**src/rtl/mmd_pkg.sv**
```systemverilog
package mmd_pkg;

  localparam int NTGT = 5;

  typedef enum logic [2:0] {
    TGT_IRAM = 3'd0,
    TGT_ROM  = 3'd1,
    TGT_CTRL = 3'd2,
    TGT_EXT  = 3'd3,
    TGT_RSVD = 3'd4
  } tgt_e;

  typedef logic [NTGT-1:0] sel_t;

  function automatic sel_t tgt_onehot(tgt_e t);
    sel_t v;
    v = '0;
    v[t] = 1'b1;
    return v;
  endfunction

endpackage

```
**src/rtl/mmd_strap_ctl.sv**
```systemverilog
module mmd_strap_ctl (
  input  logic clk,
  input  logic rst,
  input  logic strap_i,
  output logic strap_q,
  output logic boot_req
);

  logic in_rst;

  always_ff @(posedge clk) begin
    if (rst) begin
      in_rst   <= 1'b1;
      strap_q  <= strap_i;
      boot_req <= 1'b0;
    end else begin
      in_rst   <= 1'b0;
      boot_req <= in_rst & ~strap_q;
    end
  end

endmodule

```
**src/rtl/mmd_pm_decode.sv**
```systemverilog
module mmd_pm_decode
  import mmd_pkg::*;
#(
  parameter int AW        = 14,
  parameter int RAM_WORDS = 2048,
  parameter int ROM_BASE  = 2048,
  parameter int ROM_WORDS = 4096,
  parameter int ROM_RSVD  = 16
) (
  input  logic          clk,
  input  logic          rst,
  input  logic          req,
  input  logic [AW-1:0] addr,
  input  logic          strap_q,
  input  logic          rom_en,
  output sel_t          sel
);

  localparam logic [AW-1:0] LO_RAM_END  = AW'(RAM_WORDS);
  localparam logic [AW-1:0] HI_RAM_BASE = AW'((2**AW) - RAM_WORDS);

  tgt_e layout_tgt;
  tgt_e final_tgt;
  logic in_window;
  logic in_tail;

  always_comb begin
    if (!strap_q) layout_tgt = (addr < LO_RAM_END) ? TGT_IRAM : TGT_EXT;
    else          layout_tgt = (addr >= HI_RAM_BASE) ? TGT_IRAM : TGT_EXT;
  end

  generate
    if (ROM_WORDS > 0) begin : g_rom
      localparam logic [AW-1:0] W_LO   = AW'(ROM_BASE);
      localparam logic [AW-1:0] W_HI   = AW'(ROM_BASE + ROM_WORDS - 1);
      localparam logic [AW-1:0] W_TAIL = AW'(ROM_BASE + ROM_WORDS - ROM_RSVD);
      always_comb begin
        in_window = rom_en && (addr >= W_LO) && (addr <= W_HI);
        in_tail   = addr >= W_TAIL;
      end
    end else begin : g_norom
      always_comb begin
        in_window = 1'b0;
        in_tail   = rom_en & 1'b0;
      end
    end
  endgenerate

  always_comb begin
    if (in_window) final_tgt = in_tail ? TGT_RSVD : TGT_ROM;
    else           final_tgt = layout_tgt;
  end

  always_ff @(posedge clk) begin
    if (rst)      sel <= '0;
    else if (req) sel <= tgt_onehot(final_tgt);
    else          sel <= '0;
  end

endmodule

```
**src/rtl/mmd_dm_port.sv**
```systemverilog
module mmd_dm_port
  import mmd_pkg::*;
#(
  parameter int AW         = 14,
  parameter int DW         = 16,
  parameter int DRAM_BASE  = 12288,
  parameter int DRAM_WORDS = 2048,
  parameter int CTRL_BASE  = 14336,
  parameter int CTRL_ADDR  = 16382,
  parameter int ROMEN_BIT  = 0
) (
  input  logic          clk,
  input  logic          rst,
  input  logic          req,
  input  logic          we,
  input  logic [AW-1:0] addr,
  input  logic [DW-1:0] wdata,
  output sel_t          sel,
  output logic [DW-1:0] rdata,
  output logic          rom_en
);

  localparam logic [AW-1:0] RAM_LO  = AW'(DRAM_BASE);
  localparam logic [AW-1:0] RAM_HI  = AW'(DRAM_BASE + DRAM_WORDS - 1);
  localparam logic [AW-1:0] RSV_LO  = AW'(CTRL_BASE);
  localparam logic [AW-1:0] CTRL_A  = AW'(CTRL_ADDR);

  tgt_e tgt;
  logic hit_ctrl;

  always_comb begin
    hit_ctrl = (addr == CTRL_A);
    if (hit_ctrl)                            tgt = TGT_CTRL;
    else if (addr >= RSV_LO)                 tgt = TGT_RSVD;
    else if (addr >= RAM_LO && addr <= RAM_HI) tgt = TGT_IRAM;
    else                                     tgt = TGT_EXT;
  end

  always_ff @(posedge clk) begin
    if (rst) begin
      sel    <= '0;
      rdata  <= '0;
      rom_en <= 1'b0;
    end else begin
      sel   <= req ? tgt_onehot(tgt) : '0;
      rdata <= (req && !we && hit_ctrl) ? (DW'(rom_en) << ROMEN_BIT) : '0;
      if (req && we && hit_ctrl) rom_en <= wdata[ROMEN_BIT];
    end
  end

endmodule

```
**src/rtl/mmd_top.sv**
```systemverilog
module mmd_top
  import mmd_pkg::*;
#(
  parameter int AW         = 14,
  parameter int DW         = 16,
  parameter int PRAM_WORDS = 2048,
  parameter int ROM_BASE   = 2048,
  parameter int ROM_WORDS  = 4096,
  parameter int ROM_RSVD   = 16,
  parameter int DRAM_BASE  = 12288,
  parameter int DRAM_WORDS = 2048,
  parameter int CTRL_BASE  = 14336,
  parameter int CTRL_ADDR  = 16382,
  parameter int ROMEN_BIT  = 0
) (
  input  logic            clk,
  input  logic            rst,
  input  logic            strap_i,
  input  logic            pm_req_i,
  input  logic [AW-1:0]   pm_addr_i,
  input  logic            dm_req_i,
  input  logic            dm_we_i,
  input  logic [AW-1:0]   dm_addr_i,
  input  logic [DW-1:0]   dm_wdata_i,
  output logic [NTGT-1:0] pm_sel_o,
  output logic [NTGT-1:0] dm_sel_o,
  output logic [DW-1:0]   dm_rdata_o,
  output logic            rom_en_o,
  output logic            boot_req_o
);

  logic strap_q;
  logic rom_en;

  mmd_strap_ctl u_strap (
    .clk      (clk),
    .rst      (rst),
    .strap_i  (strap_i),
    .strap_q  (strap_q),
    .boot_req (boot_req_o)
  );

  mmd_pm_decode #(
    .AW(AW), .RAM_WORDS(PRAM_WORDS), .ROM_BASE(ROM_BASE),
    .ROM_WORDS(ROM_WORDS), .ROM_RSVD(ROM_RSVD)
  ) u_pm (
    .clk     (clk),
    .rst     (rst),
    .req     (pm_req_i),
    .addr    (pm_addr_i),
    .strap_q (strap_q),
    .rom_en  (rom_en),
    .sel     (pm_sel_o)
  );

  mmd_dm_port #(
    .AW(AW), .DW(DW), .DRAM_BASE(DRAM_BASE), .DRAM_WORDS(DRAM_WORDS),
    .CTRL_BASE(CTRL_BASE), .CTRL_ADDR(CTRL_ADDR), .ROMEN_BIT(ROMEN_BIT)
  ) u_dm (
    .clk    (clk),
    .rst    (rst),
    .req    (dm_req_i),
    .we     (dm_we_i),
    .addr   (dm_addr_i),
    .wdata  (dm_wdata_i),
    .sel    (dm_sel_o),
    .rdata  (dm_rdata_o),
    .rom_en (rom_en)
  );

  assign rom_en_o = rom_en;

endmodule

```
**config.mk**
```make
export PLATFORM = sky130hd
export DESIGN_NAME = mmd_top
export DESIGN_NICKNAME = d
export VERILOG_FILES = /design/src/rtl/mmd_pkg.sv /design/src/rtl/mmd_strap_ctl.sv /design/src/rtl/mmd_pm_decode.sv /design/src/rtl/mmd_dm_port.sv /design/src/rtl/mmd_top.sv
export SDC_FILE = /design/constraint.sdc
export NUM_CORES = 1
export LEC_CHECK = 0
export BUFFER_PORTS_ARGS = -buffer_cell sky130_fd_sc_hd__buf_2
export CAP_MARGIN = 20
export CORE_MARGIN = 8
export CORE_UTILIZATION = 33
export DETAILED_ROUTE_END_ITERATION = 7
export HOLD_SLACK_MARGIN = 0.05
export PLACE_DENSITY = 0.75
export SYNTH_ARGS = -nofsm -noshare
export SYNTH_HDL_FRONTEND = slang
export SYNTH_HIERARCHICAL = 1
export SYNTH_SLANG_ARGS = --single-unit
export TNS_END_PERCENT = 5
```
**constraint.sdc**
```tcl
create_clock -name clk -period 1.4 [get_ports clk]
set_input_delay 0.21 -clock clk [delete_from_list [all_inputs] [get_ports clk]]
set_output_delay 0.21 -clock clk [all_outputs]
set_load 0.01 [all_outputs]
```
# Yosys cells after proc, flatten, opt, wreduce, memory -nomap -nowiden
# Cells that the tools add are included.
[classes]
order_cmp = 12
n_eq_ne = 1
n_mux = 13
n_bitwise = 5
reduce_logical = 13
[ops]
columns = ["op", "n"]
rows = [
  [">= comparator 14 bit (second input constant)", 3],
  ["2-to-1 mux 3 bit", 5],
  ["equality test 14 bit (second input constant)", 1],
  [">= comparator 14 x 12 -> 1 bit (second input constant)", 1],
  [">= comparator 14 x 13 -> 1 bit (second input constant)", 1],
  ["<= comparator 14 x 13 -> 1 bit (second input constant)", 1],
  ["<= comparator 14 bit (second input constant)", 1],
  ["less-than comparator 14 x 12 -> 1 bit (second input constant)", 1],
  ["logical AND 1 bit", 9],
  ["less-than comparator 3 x 4 -> 1 bit (second input constant)", 2],
  ["demux 1 bit (select 3 bit)", 2],
  [">= comparator 3 x 1 -> 1 bit (second input constant)", 2],
  ["2-to-1 mux 2 bit", 3],
  ["OR reduction 2 bit", 3],
  ["NOT 1 bit", 4],
  ["2-to-1 mux 1 bit", 3],
  ["bitwise AND 1 bit", 1],
  ["zero test 1 bit", 1],
]
[totals]
reg_bits = 30
in_bits = 50
out_inout_bits = 28
wordCells = 52

# Depth between registers and ports, before layout
[depth]
word_depth = 9
ltp_mapped = 4
depth_no_buf = 3

# Modules after synthesis
# Netlist, hierarchy kept.
[modules_own_cells]
columns = ["module", "n_inst", "cells_each", "area_per_inst_um2", "seq_area_each_um2"]
rows = [
  ["mmd_dm_port", 1, 39, 402.9, 140.1],
  ["mmd_pm_decode", 1, 25, 227.7, 100.1],
  ["mmd_strap_ctl", 1, 4, 82.6, 70.1],
]

# Worst setup path before layout
# No wires, ideal clock.
[synth_timing]
path_kind = "input to register"
start = "input pm_addr_i[11]"
end = "register u_pm.sel[1]"
setup_ns = 0.115
arrival_time_ns = 1.020
required_time_ns = 1.285
slack_ns = 0.265
stages = 3
path_buffers = 1
cell_sequence = "clkbuf_1 or4_1 nor2b_1"
[synth_via]
elab_chain_len = 8
elab_cells_between_ends = 17
classes_between = "order compare (7); mux (7); reduce/logical (3)"
[synth_rtl]
columns = ["item", "line_no", "source"]
rows = [
  ["from (decl)", "mmd_top.sv:20", "input logic [AW-1:0] pm_addr_i,"],
  ["less-than comparator 14 x 12 -> 1 bit (tied with other cells)", "mmd_pm_decode.sv:28", "if (!strap_q) layout_tgt = (addr < LO_RAM_END) ? TGT_IRAM : TGT_EXT;"],
  ["2-to-1 mux 2 bit (tied with other cells)", "mmd_pm_decode.sv:28", ""],
  ["2-to-1 mux 3 bit or logical AND 1 bit (tied branches)", "mmd_pm_decode.sv:28, mmd_pm_decode.sv:38", ""],
  ["2-to-1 mux 3 bit (*)", "mmd_pm_decode.sv:50", "if (in_window) final_tgt = in_tail ? TGT_RSVD : TGT_ROM;"],
  ["less-than comparator 3 x 4 -> 1 bit (implied by the code) or >= comparator 3 x 1 -> 1 bit (tied branches)", "mmd_pkg.sv:18", "v[t] = 1'b1;"],
  ["logical AND 1 bit (implied by the code)", "mmd_pkg.sv:18", ""],
  ["2-to-1 mux 1 bit (implied by the code)", "mmd_pkg.sv:18", ""],
  ["demux 1 bit (select 3 bit) (*)", "n/a", ""],
  ["to (signal assigned)", "mmd_pm_decode.sv:56", "else if (req) sel <= tgt_onehot(final_tgt);"],
  ["to (decl)", "mmd_pm_decode.sv:16", "output sel_t sel"],
]
# Mark *: on every way between the ends. The rest lies on a longest branch, timed or not.
# A chain may end at the register's enable or synchronous reset.

# Final worst setup path
[layout_timing]
start = "register u_strap.strap_q"
end = "register u_pm.sel[0]"
[layout_via]
elab_chain_len = 6
elab_cells_between_ends = 7
classes_between = "order compare (2); mux (4); reduce/logical (1)"
[layout_rtl]
columns = ["item", "line_no", "source"]
rows = [
  ["from (decl)", "mmd_strap_ctl.sv:5", "output logic strap_q,"],
  ["from (signal assigned)", "mmd_strap_ctl.sv:14", "strap_q <= strap_i;"],
  ["2-to-1 mux 3 bit (*)", "mmd_pm_decode.sv:28", ""],
  ["2-to-1 mux 3 bit (*)", "mmd_pm_decode.sv:50", ""],
  ["less-than comparator 3 x 4 -> 1 bit (implied by the code) or >= comparator 3 x 1 -> 1 bit (tied branches)", "mmd_pkg.sv:18", ""],
  ["logical AND 1 bit (implied by the code)", "mmd_pkg.sv:18", ""],
  ["2-to-1 mux 1 bit (implied by the code)", "mmd_pkg.sv:18", ""],
  ["demux 1 bit (select 3 bit) (*)", "n/a", ""],
]
# Marked as above.

==> qor.json <==
{
  "clock_network": {
    "cts_setup_buffers": 0,
    "cts.root.buffer_cell": "clkbuf_4",
    "max-clock-path-buffers": 2,
    "cts-resized-gates": 0,
    "cts_sinks": 15,
    "insertion_delay_ps": 270,
    "cts.reportedPaths.clkPinSlew_ps": 80,
    "post_cts_hold_buffer_count": 0,
    "cts_tree": "built",
    "cts_inserted_buffers": 3,
    "clock_tree.htree_level_count": 1
  },
  "routing": {
    "detailedRoute.firstPassIterationCount": 3,
    "detailroute.via_count": 600,
    "finalWirelength_um": 1700,
    "dr.first_iter.drc_count": 4,
    "drt-vias-per-instance": 4.23,
    "drc_errors": 0,
    "antenna_left": 0,
    "wire_per_inst_um": 12.0
  },
  "power": {
    "worst_ir_drop_vdd_mv": 0.343,
    "power_density_nw_per_um2": 866,
    "power_frac_comb_pct": 15.1,
    "switchingPower_uw": 197,
    "power.share.switching_pct": 24.5,
    "leakagePower_uw": 0.000456,
    "internal-power_uw": 607,
    "sequentialPowerShare_pct": 55.8,
    "clock_power_share_pct": 29.1
  },
  "grt": {
    "grt_max_degree": 10,
    "via_count_of_the_first_global_routing_pass": 646,
    "grt_antenna_before_repair": 0,
    "gr_ovfl_total": 0,
    "global_route.usage.total_pct": 8.57,
    "grt_pass1_wl_um": 2720
  },
  "worst_hold_path": {
    "hold-path-cell-count": 1,
    "hold_path_class": "in -> reg"
  },
  "timing": {
    "final-max-slew-violation-count": 0,
    "timing.final.hold_violations": 0,
    "clock.fmax_ghz": 0.898,
    "period_minus_slack_ps": 1110,
    "clock_skew_ps": 2.74,
    "finalSetupTns_ps": 0,
    "finalSetupViolCount": 0,
    "layout_worst_path_cycle_share_pct": 79.5,
    "grt_setup_unrepaired": "false"
  },
  "cells_and_area": {
    "layout-drive-gt1-share_pct": 44.7,
    "area_growth_syn_to_layout_pct": 30.4,
    "final_net_count": 165,
    "antenna_cells_inserted": 0,
    "instances_no_fill": 142,
    "filler_cell_count": 216,
    "final_area_um2": 930
  },
  "floorplanning": {
    "core_area_um2": 2130,
    "row_count": 17,
    "die-width_um": 62.5,
    "start_util_pct": 33.5,
    "fp.dieH_um": 62.5,
    "die_area_um2": 3910,
    "ioPinCount": 78
  },
  "synthesis": {
    "synth_area_leader_cell": "dfxtp_1",
    "synth.lib_cells_used.distinct": 28,
    "post_synth_instance_area_um2": 713,
    "synth_top_cell_area_share_pct": 39.3,
    "syn-instance-count": 68,
    "synth-seq-cells": 15,
    "synth_warnings": 6,
    "ys_top_cells_by_area": "dfxtp_1 (39%), buf_4 (16%), nand4_1 (4.4%)",
    "syn_area_per_cell_um2": 10.5,
    "ys_seq_area_share_pct": 43.5
  },
  "placement": {
    "placement.io_buffers": 43,
    "placement.cell_area_um2": 903,
    "place_hpwl_um": 1470,
    "globalplace.congestion": 0.759,
    "post-place-cells": 138
  },
  "worst_setup_path": {
    "worstSetupPathType": "reg -> reg",
    "worstRegToRegCells": 2,
    "timing.critical_path.fanout_max": 5,
    "slowest_stage": "edfxtp_1",
    "crit_path_cell_trace": "or4_1 -> a21boi_0",
    "req_time_crit_path_ps": 1600,
    "worst_path_largest_cell_delay_ps": 460,
    "timing.critical_path.to_type": "flip-flop",
    "cp.arrival_ps": 1310,
    "crit_path_start_kind": "flip-flop"
  },
  "outcome": {
    "outcome": "complete, no violations"
  },
  "flow_run": {
    "cap_violations": 0
  }
}
[stage by stage]
stage	total power, µW	hold slack [ps]	setup slack, ps	utilization, %
floorplan	542	238	265	-
global placement	575	390	219	42.5
detailed placement	579	398	215	42.5
CTS	817	107	295	43.7
global route	862	101	187	43.7
finish	805	117	287	43.7
[worst max-delay path: cells and delay by family, from the launching register on]
family | cells | cell delay, ps
DFF | 1 | 460
and+or+nand+nor | 1 | 420
AOI/OAI and AO/OA | 1 | 170
[sequential cells by signal, summed over array words and instances, names as in the netlist]
signal	count
u_dm/sel	5
u_strap/strap_q	1
u_dm/rdata	1
u_strap/in_rst	1
u_strap/boot_req	1
u_pm/sel	5
u_dm/rom_en	1
[area by class of cell]
class,count,area (µm²),area share [%]
Multi-Input combinational cell,52,343,36.9
Timing Repair Buffer,43,215,23.1
Clock buffer,4,26.3,2.83
Sequential cell,15,310,33.4
Tap cell,28,35.0,3.77
[cell usage after synthesis, drive strengths merged]
cell / number
buf: 15
dfxtp: 14
nand4: 6
a21oi: 4
nand2b: 3
nor2b: 3
conb: 2
nand4b: 2
nor3b: 2
nor4: 2
or4: 2
a21boi: 1
and3: 1
and4bb: 1
clkbuf: 1
edfxtp: 1
mux2i: 1
nand2: 1
nor2: 1
nor3: 1
nor4b: 1
o21ai: 1
o311a: 1
xor2: 1
[routing by layer]
layer  track usage [%]  part of all wire, %  routed length, µm
met4              4.27                 0.82                 14
met2              16.8                   59               1000
met3              3.76                  6.5                110
met1              6.94                   34                576
met5                 0                    0                  0
[power by group through the flow]
stage	logic, µW	registers (µW)	clock network [µW]
after floorplan	78.0	464	0
after global placement	116	459	0
after detailed placement	120	459	0
after CTS	120	449	247
after global routing	135	451	276
final	122	449	234
[cells in the final DEF, fill, tap and decap left out]
cell type	instances
nand4_1	5
o21ai_0	1
dfxtp_1	14
or4_1	2
clkbuf_1	1
nor3b_1	1
nand4b_1	1
edfxtp_1	1
conb_1	17
nand4b_4	1
nor3_1	1
nor4_1	1
nor2b_1	3
and4bb_1	1
o311a_2	1
a21oi_1	4
nand4_4	1
clkbuf_4	3
nor4b_1	1
and3_1	1
a21boi_0	1
xor2_1	1
nor4_2	1
nor2_1	1
mux2i_1	1
nand2_1	1
buf_2	43
nand2b_1	3
nor3b_2	1
[path summary, 6_finish.rpt]
| check | start | slack, ps | to |
|---|---|---|---|
| worst max-delay path | u_strap/strap_q | 290 | u_pm/sel[0] |
| worst min register to register | u_strap/in_rst | 470 | u_strap/boot_req |
| worst min-delay path | strap_i | 120 | u_strap/strap_q |
| worst max register to register | u_strap/strap_q | 290 | u_pm/sel[0] |
[kinds of logic after synthesis]
logic type / after synthesis / synth area share (%)
muxes: 1 / 1.40
AOI/OAI and AO/OA: 7 / 6.14
xor gates and xnor gates: 1 / 1.23
DFF: 15 / 43.5
buffers and inverters: 16 / 16.3
other: 2 / 1.05
and+or+nand+nor: 26 / 30.3
Note: power is estimated with default switching activity, not from simulation.
